## config.mk

```make
export PLATFORM = sky130hd
export DESIGN_NAME = i2c_bus_recover
export DESIGN_NICKNAME = d
export VERILOG_FILES = /design/src/rtl/i2c_brc_pkg.sv /design/src/rtl/i2c_brc_sync.sv /design/src/rtl/i2c_brc_regs.sv /design/src/rtl/i2c_brc_seq.sv /design/src/rtl/i2c_bus_recover.sv
export SDC_FILE = /design/constraint.sdc
export NUM_CORES = 1
export LEC_CHECK = 0
export CELL_PAD_IN_SITES_DETAIL_PLACEMENT = 1
export CELL_PAD_IN_SITES_GLOBAL_PLACEMENT = 1
export CORE_MARGIN = 1.5
export CORE_UTILIZATION = 38
export CTS_BUF_LIST = sky130_fd_sc_hd__clkbuf_4
export DETAILED_ROUTE_END_ITERATION = 8
export PLACE_DENSITY_LB_ADDON = 0.1
export SYNTH_ARGS = -nofsm -noshare
export SYNTH_HDL_FRONTEND = slang
export SYNTH_SLANG_ARGS = --single-unit
```

## constraint.sdc

```tcl
create_clock -name clk -period 5.25 [get_ports clk]
set_clock_uncertainty 0.05 [all_clocks]
set_input_delay 0.7875 -clock clk [delete_from_list [all_inputs] [get_ports clk]]
set_output_delay 0.7875 -clock clk [all_outputs]
set_load 0.02 [all_outputs]
```

## src/rtl/i2c_brc_pkg.sv

```systemverilog
`timescale 1ns/1ps
// Shared register map constants and sequencer state type for the bus clear engine.
package i2c_brc_pkg;
    localparam int REG_AW = 2;
    localparam logic [REG_AW-1:0] ADR_CFG  = 2'd0;
    localparam logic [REG_AW-1:0] ADR_STAT = 2'd1;
    localparam logic [REG_AW-1:0] ADR_INT  = 2'd2;
    localparam logic [REG_AW-1:0] ADR_MASK = 2'd3;

    localparam int BIT_EN   = 0;
    localparam int BIT_TERM = 1;
    localparam int BIT_STOP = 2;
    localparam int BIT_REC  = 0;
    localparam int BIT_DONE = 11;
    localparam int HALF_LSB = 8;
    localparam int THR_LSB  = 16;

    typedef enum logic [2:0] {
        ST_IDLE,
        ST_LOW,
        ST_HIGH,
        ST_STOP_A,
        ST_STOP_B,
        ST_STOP_C
    } seq_state_t;
endpackage

```

## src/rtl/i2c_brc_sync.sv

```systemverilog
`timescale 1ns/1ps
// Multi-flop synchronizer for an asynchronous bus line.
// Assumes STAGES >= 2; resets to RST_VAL (idle bus level).
module i2c_brc_sync #(
    parameter int   STAGES  = 2,
    parameter logic RST_VAL = 1'b1
) (
    input  logic clk,
    input  logic rst_n,
    input  logic d,
    output logic q
);
    logic [STAGES-1:0] ff_q;

    // Shift the raw line level through the flop chain.
    always_ff @(posedge clk) begin
        if (!rst_n) ff_q <= {STAGES{RST_VAL}};
        else        ff_q <= {ff_q[STAGES-2:0], d};
    end

    assign q = ff_q[STAGES-1];
endmodule

```

## src/rtl/i2c_brc_regs.sv

```systemverilog
`timescale 1ns/1ps
// Register file: configuration, recovery status, interrupt status (write 1
// to clear) and interrupt mask. Gates configuration writes while busy and
// issues a one-cycle start when the enable bit is written while idle.
// Assumes HALF_LSB + HALF_W <= THR_LSB and THR_LSB + THR_W <= 32.
module i2c_brc_regs
    import i2c_brc_pkg::*;
#(
    parameter int HALF_W = 8,
    parameter int THR_W  = 8
) (
    input  logic              clk,
    input  logic              rst_n,
    input  logic              we,
    input  logic [REG_AW-1:0] addr,
    input  logic [31:0]       wdata,
    input  logic              busy,
    input  logic              done,
    input  logic              rec_next,
    output logic [31:0]       rdata,
    output logic              start,
    output logic [HALF_W-1:0] cfg_half,
    output logic [THR_W-1:0]  cfg_thr,
    output logic              cfg_term,
    output logic              cfg_stop,
    output logic              irq
);
    localparam logic [31:0] THR_FIELD  = ((32'd1 << THR_W) - 32'd1) << THR_LSB;
    localparam logic [31:0] HALF_FIELD = ((32'd1 << HALF_W) - 32'd1) << HALF_LSB;
    localparam logic [31:0] CFG_MASK   = THR_FIELD | HALF_FIELD
                                       | (32'd1 << BIT_TERM) | (32'd1 << BIT_STOP);

    logic [31:0] cfg_q;
    logic        stat_q;
    logic        int_q;
    logic        mask_q;
    logic        cfg_wr;
    logic        int_clr;

    assign cfg_wr  = we && (addr == ADR_CFG) && !busy;
    assign start   = cfg_wr && wdata[BIT_EN];
    assign int_clr = we && (addr == ADR_INT) && wdata[BIT_DONE];

    // Store configuration fields; enable is not stored (it reads as busy).
    always_ff @(posedge clk) begin
        if (!rst_n)      cfg_q <= '0;
        else if (cfg_wr) cfg_q <= wdata & CFG_MASK;
    end

    // Capture the recovery outcome when the sequence finishes.
    always_ff @(posedge clk) begin
        if (!rst_n)    stat_q <= 1'b0;
        else if (done) stat_q <= rec_next;
    end

    // Completion flag: set on done (wins over a clear), cleared by writing 1.
    always_ff @(posedge clk) begin
        if (!rst_n)       int_q <= 1'b0;
        else if (done)    int_q <= 1'b1;
        else if (int_clr) int_q <= 1'b0;
    end

    // Interrupt mask bit for completion.
    always_ff @(posedge clk) begin
        if (!rst_n)                         mask_q <= 1'b0;
        else if (we && (addr == ADR_MASK))  mask_q <= wdata[BIT_DONE];
    end

    // Read multiplexer.
    always_comb begin
        case (addr)
            ADR_CFG:  rdata = cfg_q | {31'd0, busy};
            ADR_STAT: rdata = 32'(stat_q) << BIT_REC;
            ADR_INT:  rdata = 32'(int_q) << BIT_DONE;
            default:  rdata = 32'(mask_q) << BIT_DONE;
        endcase
    end

    assign cfg_half = cfg_q[HALF_LSB +: HALF_W];
    assign cfg_thr  = cfg_q[THR_LSB +: THR_W];
    assign cfg_term = cfg_q[BIT_TERM];
    assign cfg_stop = cfg_q[BIT_STOP];
    assign irq      = int_q & mask_q;

    a_r10_cfg_frozen: assert property (@(posedge clk) disable iff (!rst_n)
        (busy && $past(busy)) |-> $stable(cfg_q));
    a_r7_done_sets_int: assert property (@(posedge clk) disable iff (!rst_n)
        done |=> int_q);
    a_r9_w1c_clears: assert property (@(posedge clk) disable iff (!rst_n)
        (int_clr && !done) |=> !int_q);
endmodule

```

## src/rtl/i2c_brc_seq.sv

```systemverilog
`timescale 1ns/1ps
// Recovery sequencer: issues SCL pulses of programmable half-period, samples
// synchronized SDA at the end of each high phase, stops early in terminate
// mode, then optionally forms a STOP condition. Outputs are decoded from the
// state register. A zero half-period or threshold field acts as 1.
module i2c_brc_seq
    import i2c_brc_pkg::*;
#(
    parameter int HALF_W = 8,
    parameter int THR_W  = 8
) (
    input  logic              clk,
    input  logic              rst_n,
    input  logic              start,
    input  logic [HALF_W-1:0] cfg_half,
    input  logic [THR_W-1:0]  cfg_thr,
    input  logic              cfg_term,
    input  logic              cfg_stop,
    input  logic              sda_s,
    output logic              busy,
    output logic              done,
    output logic              rec_next,
    output logic              scl_oe,
    output logic              sda_oe
);
    seq_state_t        st_q, st_d;
    logic [HALF_W-1:0] tick_q;
    logic [THR_W-1:0]  pulse_q;
    logic [THR_W-1:0]  pulse_inc;
    logic [HALF_W-1:0] half_eff;
    logic [THR_W-1:0]  thr_eff;
    logic              phase_end;
    logic              last_pulse;
    logic              rec_q;

    assign half_eff   = (cfg_half == '0) ? HALF_W'(1) : cfg_half;
    assign thr_eff    = (cfg_thr == '0) ? THR_W'(1) : cfg_thr;
    assign phase_end  = (tick_q == half_eff - HALF_W'(1));
    assign pulse_inc  = pulse_q + THR_W'(1);
    assign last_pulse = (pulse_inc == thr_eff) || (cfg_term && sda_s);

    // Next-state and completion decode.
    always_comb begin
        st_d = st_q;
        done = 1'b0;
        case (st_q)
            ST_IDLE:   if (start) st_d = ST_LOW;
            ST_LOW:    if (phase_end) st_d = ST_HIGH;
            ST_HIGH: begin
                if (phase_end) begin
                    if (!last_pulse)   st_d = ST_LOW;
                    else if (cfg_stop) st_d = ST_STOP_A;
                    else begin
                        st_d = ST_IDLE;
                        done = 1'b1;
                    end
                end
            end
            ST_STOP_A: if (phase_end) st_d = ST_STOP_B;
            ST_STOP_B: if (phase_end) st_d = ST_STOP_C;
            ST_STOP_C: begin
                if (phase_end) begin
                    st_d = ST_IDLE;
                    done = 1'b1;
                end
            end
            default:   st_d = ST_IDLE;
        endcase
    end

    // State register.
    always_ff @(posedge clk) begin
        if (!rst_n) st_q <= ST_IDLE;
        else        st_q <= st_d;
    end

    // Half-period tick counter, restarted on every phase change.
    always_ff @(posedge clk) begin
        if (!rst_n)                                tick_q <= '0;
        else if ((st_d != st_q) || st_q == ST_IDLE) tick_q <= '0;
        else                                       tick_q <= tick_q + HALF_W'(1);
    end

    // Pulse counter and last SDA sample.
    always_ff @(posedge clk) begin
        if (!rst_n) begin
            pulse_q <= '0;
            rec_q   <= 1'b0;
        end else if (st_q == ST_IDLE && start) begin
            pulse_q <= '0;
        end else if (st_q == ST_HIGH && phase_end) begin
            pulse_q <= pulse_inc;
            rec_q   <= sda_s;
        end
    end

    assign rec_next = (st_q == ST_HIGH) ? sda_s : rec_q;
    assign busy     = (st_q != ST_IDLE);
    assign scl_oe   = (st_q == ST_LOW) || (st_q == ST_STOP_A);
    assign sda_oe   = (st_q == ST_STOP_A) || (st_q == ST_STOP_B);

    a_r6_grab_sda_scl_low: assert property (@(posedge clk) disable iff (!rst_n)
        $rose(sda_oe) |-> scl_oe);
    a_r6_free_sda_scl_high: assert property (@(posedge clk) disable iff (!rst_n)
        $fell(sda_oe) |-> !scl_oe);
    a_r3_low_held: assert property (@(posedge clk) disable iff (!rst_n)
        ($rose(scl_oe) && half_eff > HALF_W'(1)) |=> scl_oe);
    a_r4_pulse_bound: assert property (@(posedge clk) disable iff (!rst_n)
        busy |-> (pulse_q <= thr_eff));
    a_r5_early_exit: assert property (@(posedge clk) disable iff (!rst_n)
        (st_q == ST_HIGH && phase_end && pulse_inc != thr_eff && st_d != ST_LOW)
            |-> (cfg_term && sda_s));
endmodule

```

## src/rtl/i2c_bus_recover.sv

```systemverilog
`timescale 1ns/1ps
// Top of the I2C bus clear recovery engine: register file, SDA synchronizer
// and recovery sequencer. Bus lines are open-drain: *_oe = 1 pulls low.
module i2c_bus_recover #(
    parameter int HALF_W      = 8,
    parameter int THR_W       = 8,
    parameter int SYNC_STAGES = 2
) (
    input  logic        clk,
    input  logic        rst_n,
    input  logic        reg_we,
    input  logic [1:0]  reg_addr,
    input  logic [31:0] reg_wdata,
    output logic [31:0] reg_rdata,
    output logic        scl_oe,
    output logic        sda_oe,
    input  logic        sda_in,
    output logic        irq
);
    logic              start;
    logic              busy;
    logic              done;
    logic              rec_next;
    logic              sda_s;
    logic [HALF_W-1:0] cfg_half;
    logic [THR_W-1:0]  cfg_thr;
    logic              cfg_term;
    logic              cfg_stop;

    i2c_brc_regs #(.HALF_W(HALF_W), .THR_W(THR_W)) u_regs (
        .clk(clk), .rst_n(rst_n), .we(reg_we), .addr(reg_addr),
        .wdata(reg_wdata), .busy(busy), .done(done), .rec_next(rec_next),
        .rdata(reg_rdata), .start(start), .cfg_half(cfg_half),
        .cfg_thr(cfg_thr), .cfg_term(cfg_term), .cfg_stop(cfg_stop),
        .irq(irq)
    );

    i2c_brc_sync #(.STAGES(SYNC_STAGES), .RST_VAL(1'b1)) u_sda_sync (
        .clk(clk), .rst_n(rst_n), .d(sda_in), .q(sda_s)
    );

    i2c_brc_seq #(.HALF_W(HALF_W), .THR_W(THR_W)) u_seq (
        .clk(clk), .rst_n(rst_n), .start(start), .cfg_half(cfg_half),
        .cfg_thr(cfg_thr), .cfg_term(cfg_term), .cfg_stop(cfg_stop),
        .sda_s(sda_s), .busy(busy), .done(done), .rec_next(rec_next),
        .scl_oe(scl_oe), .sda_oe(sda_oe)
    );
endmodule

```

-- Yosys cells after proc, flatten, opt, wreduce, memory -nomap -nowiden
Cells that the tools add are included.
W data, S select, Z words.
- register bits after elaboration: 43
- bits of input ports: 38
- word-level logic and storage cells: 70
- add/subtract/negate cells: 3
- eq/ne operators: 11
- multiplexer cells: 20
- bitwise logic cells: 4
- reduce and logical (&&, ||, !) cells: 23
- operator list (operator ; number):
    $pmux W32 S3 ; 1
    $or A24 B1 Y24 ; 1
    $mux W3 ; 7
    $pmux W3 S6 ; 1
    $add A8 B1 Y8 const B ; 2
    $eq A8 B8 Y1 ; 2
    $logic_not A8 Y1 ; 2
    $mux W8 ; 2
    $logic_and A1 B1 Y1 ; 9
    $sub A8 B1 Y8 const B ; 1
    $mux W1 ; 7
    $eq A3 B2 Y1 const B ; 2
    $eq A3 B3 Y1 const B ; 2
    $eq A2 B2 Y1 const B ; 2
    $logic_or A1 B1 Y1 ; 4
    $reduce_or A2 Y1 ; 2
    $eq A3 B1 Y1 const B ; 1
    $logic_not A3 Y1 ; 1
    $ne A3 B3 Y1 ; 1
    $reduce_bool A3 Y1 ; 1
    $eq A2 B1 Y1 const B ; 1
    $logic_not A2 Y1 ; 1
    $mux W2 ; 1
    $not A1 Y1 ; 2
    5 further kinds ; 5

-- Logic depth before layout (Yosys ltp)
- depth after elaboration: 10
- gate-level depth with buffers: 13
- depth with buffers taken out: 12

-- Modules after synthesis
A second synthesis with hierarchy kept.
- cells, all modules: 324
- area, all modules: 2758.9 µm²
- modules (own cells, without submodules) (module ; times used ; cells each ; area each (µm²) ; sequential area each (µm²)):
    i2c_brc_seq ; 1 ; 192 ; 1590.3 ; 400.4
    i2c_brc_regs ; 1 ; 128 ; 1116.1 ; 420.4
    i2c_brc_sync ; 1 ; 4 ; 52.6 ; 40.0

-- Least setup slack after synthesis
OpenSTA, ideal clock, no wires.
- path kind: register to register
- start point: reg u_regs.cfg_q[11]
- end point: reg u_seq.pulse_q[7]
- data arrival time: 3031 ps
- data required time: 5129 ps
- slack: 2098 ps
- stages on the path, launching flop included: 12
- period minus slack after synthesis: 3152 ps
- path through: dfxtp_1 -> or3_1 -> or4_4 -> nor2_1 -> nor2_1 -> ha_1 -> xor2_1 -> o21ai_1 -> a2111oi_2 -> nand3_2 -> or4_1 -> a21oi_1
- word-level cells in the longest chain between the ends: 5
- RTL lines (element ; RTL line ; source):
    start: declaration ; i2c_brc_regs.sv:33 ; logic [31:0] cfg_q;
    start signal: assignment ; i2c_brc_regs.sv:47 ; else if (cfg_wr) cfg_q <= wdata & CFG_MASK;
    $logic_not A8 Y1 ; i2c_brc_seq.sv:36 ; assign half_eff = (cfg_half == '0) ? HALF_W'(1) : cfg_half;
    $mux W8 (*) ; i2c_brc_seq.sv:36 ;
    $sub A8 B1 Y8 (*) ; i2c_brc_seq.sv:38 ; assign phase_end = (tick_q == half_eff - HALF_W'(1));
    $eq A8 B8 Y1 (*) ; i2c_brc_seq.sv:38 ;
    $logic_and A1 B1 Y1 (*) ; i2c_brc_seq.sv:91 ; end else if (st_q == ST_HIGH && phase_end) begin
    end signal: assignment ; i2c_brc_seq.sv:92 ; pulse_q <= pulse_inc;
    end: declaration ; i2c_brc_seq.sv:28 ; logic [THR_W-1:0] pulse_q;
Every way passes the cells marked *; elsewhere a longest branch is shown, timed or not.
A chain may end at the register's enable or synchronous reset.

-- Worst setup path in the final report
- start point: in reg_addr[0]
- end point: out reg_rdata[11]
- word-level cells in the longest chain between the ends: 2
- elaborated cells on any way between the ends: 4
- RTL lines (element ; RTL line ; source):
    start: declaration ; i2c_bus_recover.sv:12 ; input logic [1:0] reg_addr,
    $eq A2 B2 Y1 (tied with other cells) ; i2c_brc_regs.sv:71 ; case (addr)
    $pmux W32 S3 (*) ; i2c_brc_regs.sv:71 ;
    end: declaration ; i2c_bus_recover.sv:14 ; output logic [31:0] reg_rdata,
Marks and branches as above.

==> results.yml <==
run_status:
  status: "complete, but fails checks"
  violations: "DRC"
timing:
  fin_ws_ps: 1440
  rsz0062_at_grt: "no"
  fmax_mhz: 263
  setup_viol: 0
  tightest_slew_ps: 850
  slew_violations: 0
  fin_setup_tns_ps: 0
  fin_crit_ps: 3810
  relSlewSlack: 0.431
  hold_ws_ps: 390
  min_period_over_period: 0.725
  hold_viol_final: 0
floorplanning:
  start_util: 0.400
  core_um2: 6420
  fp.dieH_um: 85.2
  dieArea_um2: 7260
  io_pins: 73
  rows: 29
  die_w_um: 85.2
global_route:
  grt_pass1_vias: 2331
  track_usage: 0.195
  grt_max_degree: 24
  grt_pass1_wl_um: 11400
  antenna_found_initial: 0
  overflow: 0
yosys:
  yosysUniqueCellTypes: 56
  synth_ff_type: "dfxtp_1"
  syn-cell-area_um2: 2570
  synth_compound_area_frac: 0.168
  synth_top_family_by_area: "simple AND/OR/NAND/NOR gates"
  synth_xor_area_frac: 0.0785
  yosys.area_share.simple: 0.300
  synth.area.mux_share: 0.0278
  syn_inst: 331
  synth-seq-cells: 43
  synth_fa_ha_area_frac: 0.0146
  yosys_warnings: 0
  synth-edff-count: 0
  async_flop_share: 0
  yosysSeqAreaShare: 0.335
  syn-mean-instance-area_um2: 7.76
clock_network:
  cts_buffer_depth: 2
  cts_root_buf: "clkbuf_4"
  cts_buffers: 5
  post_cts_resized: 0
  clk_latency_ps: 370
  cts_hold_buffers: 0
  tritoncts: "done"
  cts_setup_buffers: 0
  clkSinkCount: 43
  htree_num_levels: 2
  path_clk_slew_ps: 150
placement:
  dp_hpwl_um: 5020
  place_congestion: 0.825
  io_buffers: 46
  dpl_worst_slack_ps: 1400
  dp_cells: 436
final_layout:
  num_antenna_cells: 0
  final_cell_mix: "nand2_1 (56), clkdlybuf4s50_1 (46), dfxtp_1 (43), nor2_1 (30), a21oi_1 (25)"
  nets: 407
  drive_above_1_share: 0.0381
  synthToLayoutAreaGrowth_pct: 20.3
  final_common_cell: "nand2_1"
  stdcell_count: 444
power:
  leakage_nw: 1.15
  ir_drop_mv: 0.126
  power.density_nw_per_um2: 276
drt:
  first_pass_iters: 6
  routed_wl_um: 6720
  route.detailed.drc: 4
  drtAntennaViolNets: 0
  vias: 2343
  drtIter0Drc: 89
  viasPerCell: 5.28
  wl_per_cell_um: 15.1
setup_path:
  critPathKind: "in2out"
  crit_slowest_cell: "nor2_1"
  cp_cell_sequence: "clkdlybuf4s50_1 -> nor2_1 -> a22o_1 -> clkdlybuf4s50_1"
  cp.arrival_ps: 2970
  max_stage_delay_ps: 720
  required_ps: 4410
  critPathTopFamily: "buffers and inverters"
  crit_fanout: 16
  end_kind: "primary output"
  cp.buffers_inverters: 2
  start_kind: "input pin"
  cpMostUsedCell: "clkdlybuf4s50_1"
flow_run:
  drv_cap: 0
min_path:
  hold_path.class: "reg2reg"
-- flip-flops by register name, indices dropped and copies added, names as in the netlist, 2 cells and up --
name	flops
u_seq.tick_q	8
u_seq.pulse_q	8
u_sda_sync.ff_q	2
u_regs.cfg_q	18
u_seq.st_q	3
-- through the flow --
stage	power, mW	area (um^2)	util
after detailed placement	0.639	3010	0.468
after CTS	0.863	3090	0.481
final	0.853	3090	0.481
after global routing	0.910	3090	0.481
after floorplan	0.568	2610	-
after global placement	0.635	3010	0.468
-- power breakdown --
group          leakage (nW)  internal [mW]  switching, mW
Sequential            0.348          0.345         0.0309
Combinational         0.761          0.109          0.146
Clock                0.0452          0.100          0.122
Total                  1.15          0.555          0.298
-- cells in the mapped netlist (all sizes together), types with 8 or more instances --
cell,count,area share
nor3,8,0.016
nor2,30,0.044
nand3,14,0.029
xor2,12,0.041
nand2,56,0.082
a21oi,25,0.049
inv,8,0.012
and2,17,0.041
buf,15,0.041
dfxtp,43,0.34
clkbuf,15,0.022
xnor2,11,0.038
-- final timing paths --
path | from | end | slack, ps | depth (start not counted)
setup / recovery | reg_addr[0] | reg_rdata[11] | 1440 | 4
hold / removal | u_sda_sync.ff_q[0]$_SDFF_PN1_ | u_sda_sync.ff_q[1]$_SDFF_PN1_ | 390 | 1
setup reg to reg | u_regs.cfg_q[11]$_SDFFE_PN0P_ | u_seq.pulse_q[7]$_SDFFE_PP0P_ | 1450 | 11
hold reg to reg | u_sda_sync.ff_q[0]$_SDFF_PN1_ | u_sda_sync.ff_q[1]$_SDFF_PN1_ | 390 | 1
-- cell families (layout without fill, tap and decap cells) --
family | after synthesis | in the layout
compound gates | 61 | 61
xor+xnor | 23 | 23
fa+ha+maj | 3 | 3
buf+inv | 38 | 62
flops | 43 | 43
mux | 7 | 7
other cells | 1 | 13
simple gates | 155 | 155
-- layer usage --
layer	share of wire	vias to the layer above	GRT usage
li1	-	1195	-
met1	0.47	1096	0.250
met2	0.48	45	0.333
met3	0.040	7	0.0370
met4	0.011	0	0.0581
met5	0	-	0
-- final cells by class --
cell class | count | area, um^2
well taps | 77 | 96.3
fillers | 796 | 3330
inverters | 8 | 30.0
flip-flops and latches | 43 | 861
clock buffers | 5 | 37.5
multi-input cells | 262 | 1560
clock inverters | 3 | 43.8
repair buffers | 46 | 460
(Power assumes the default switching activity.)
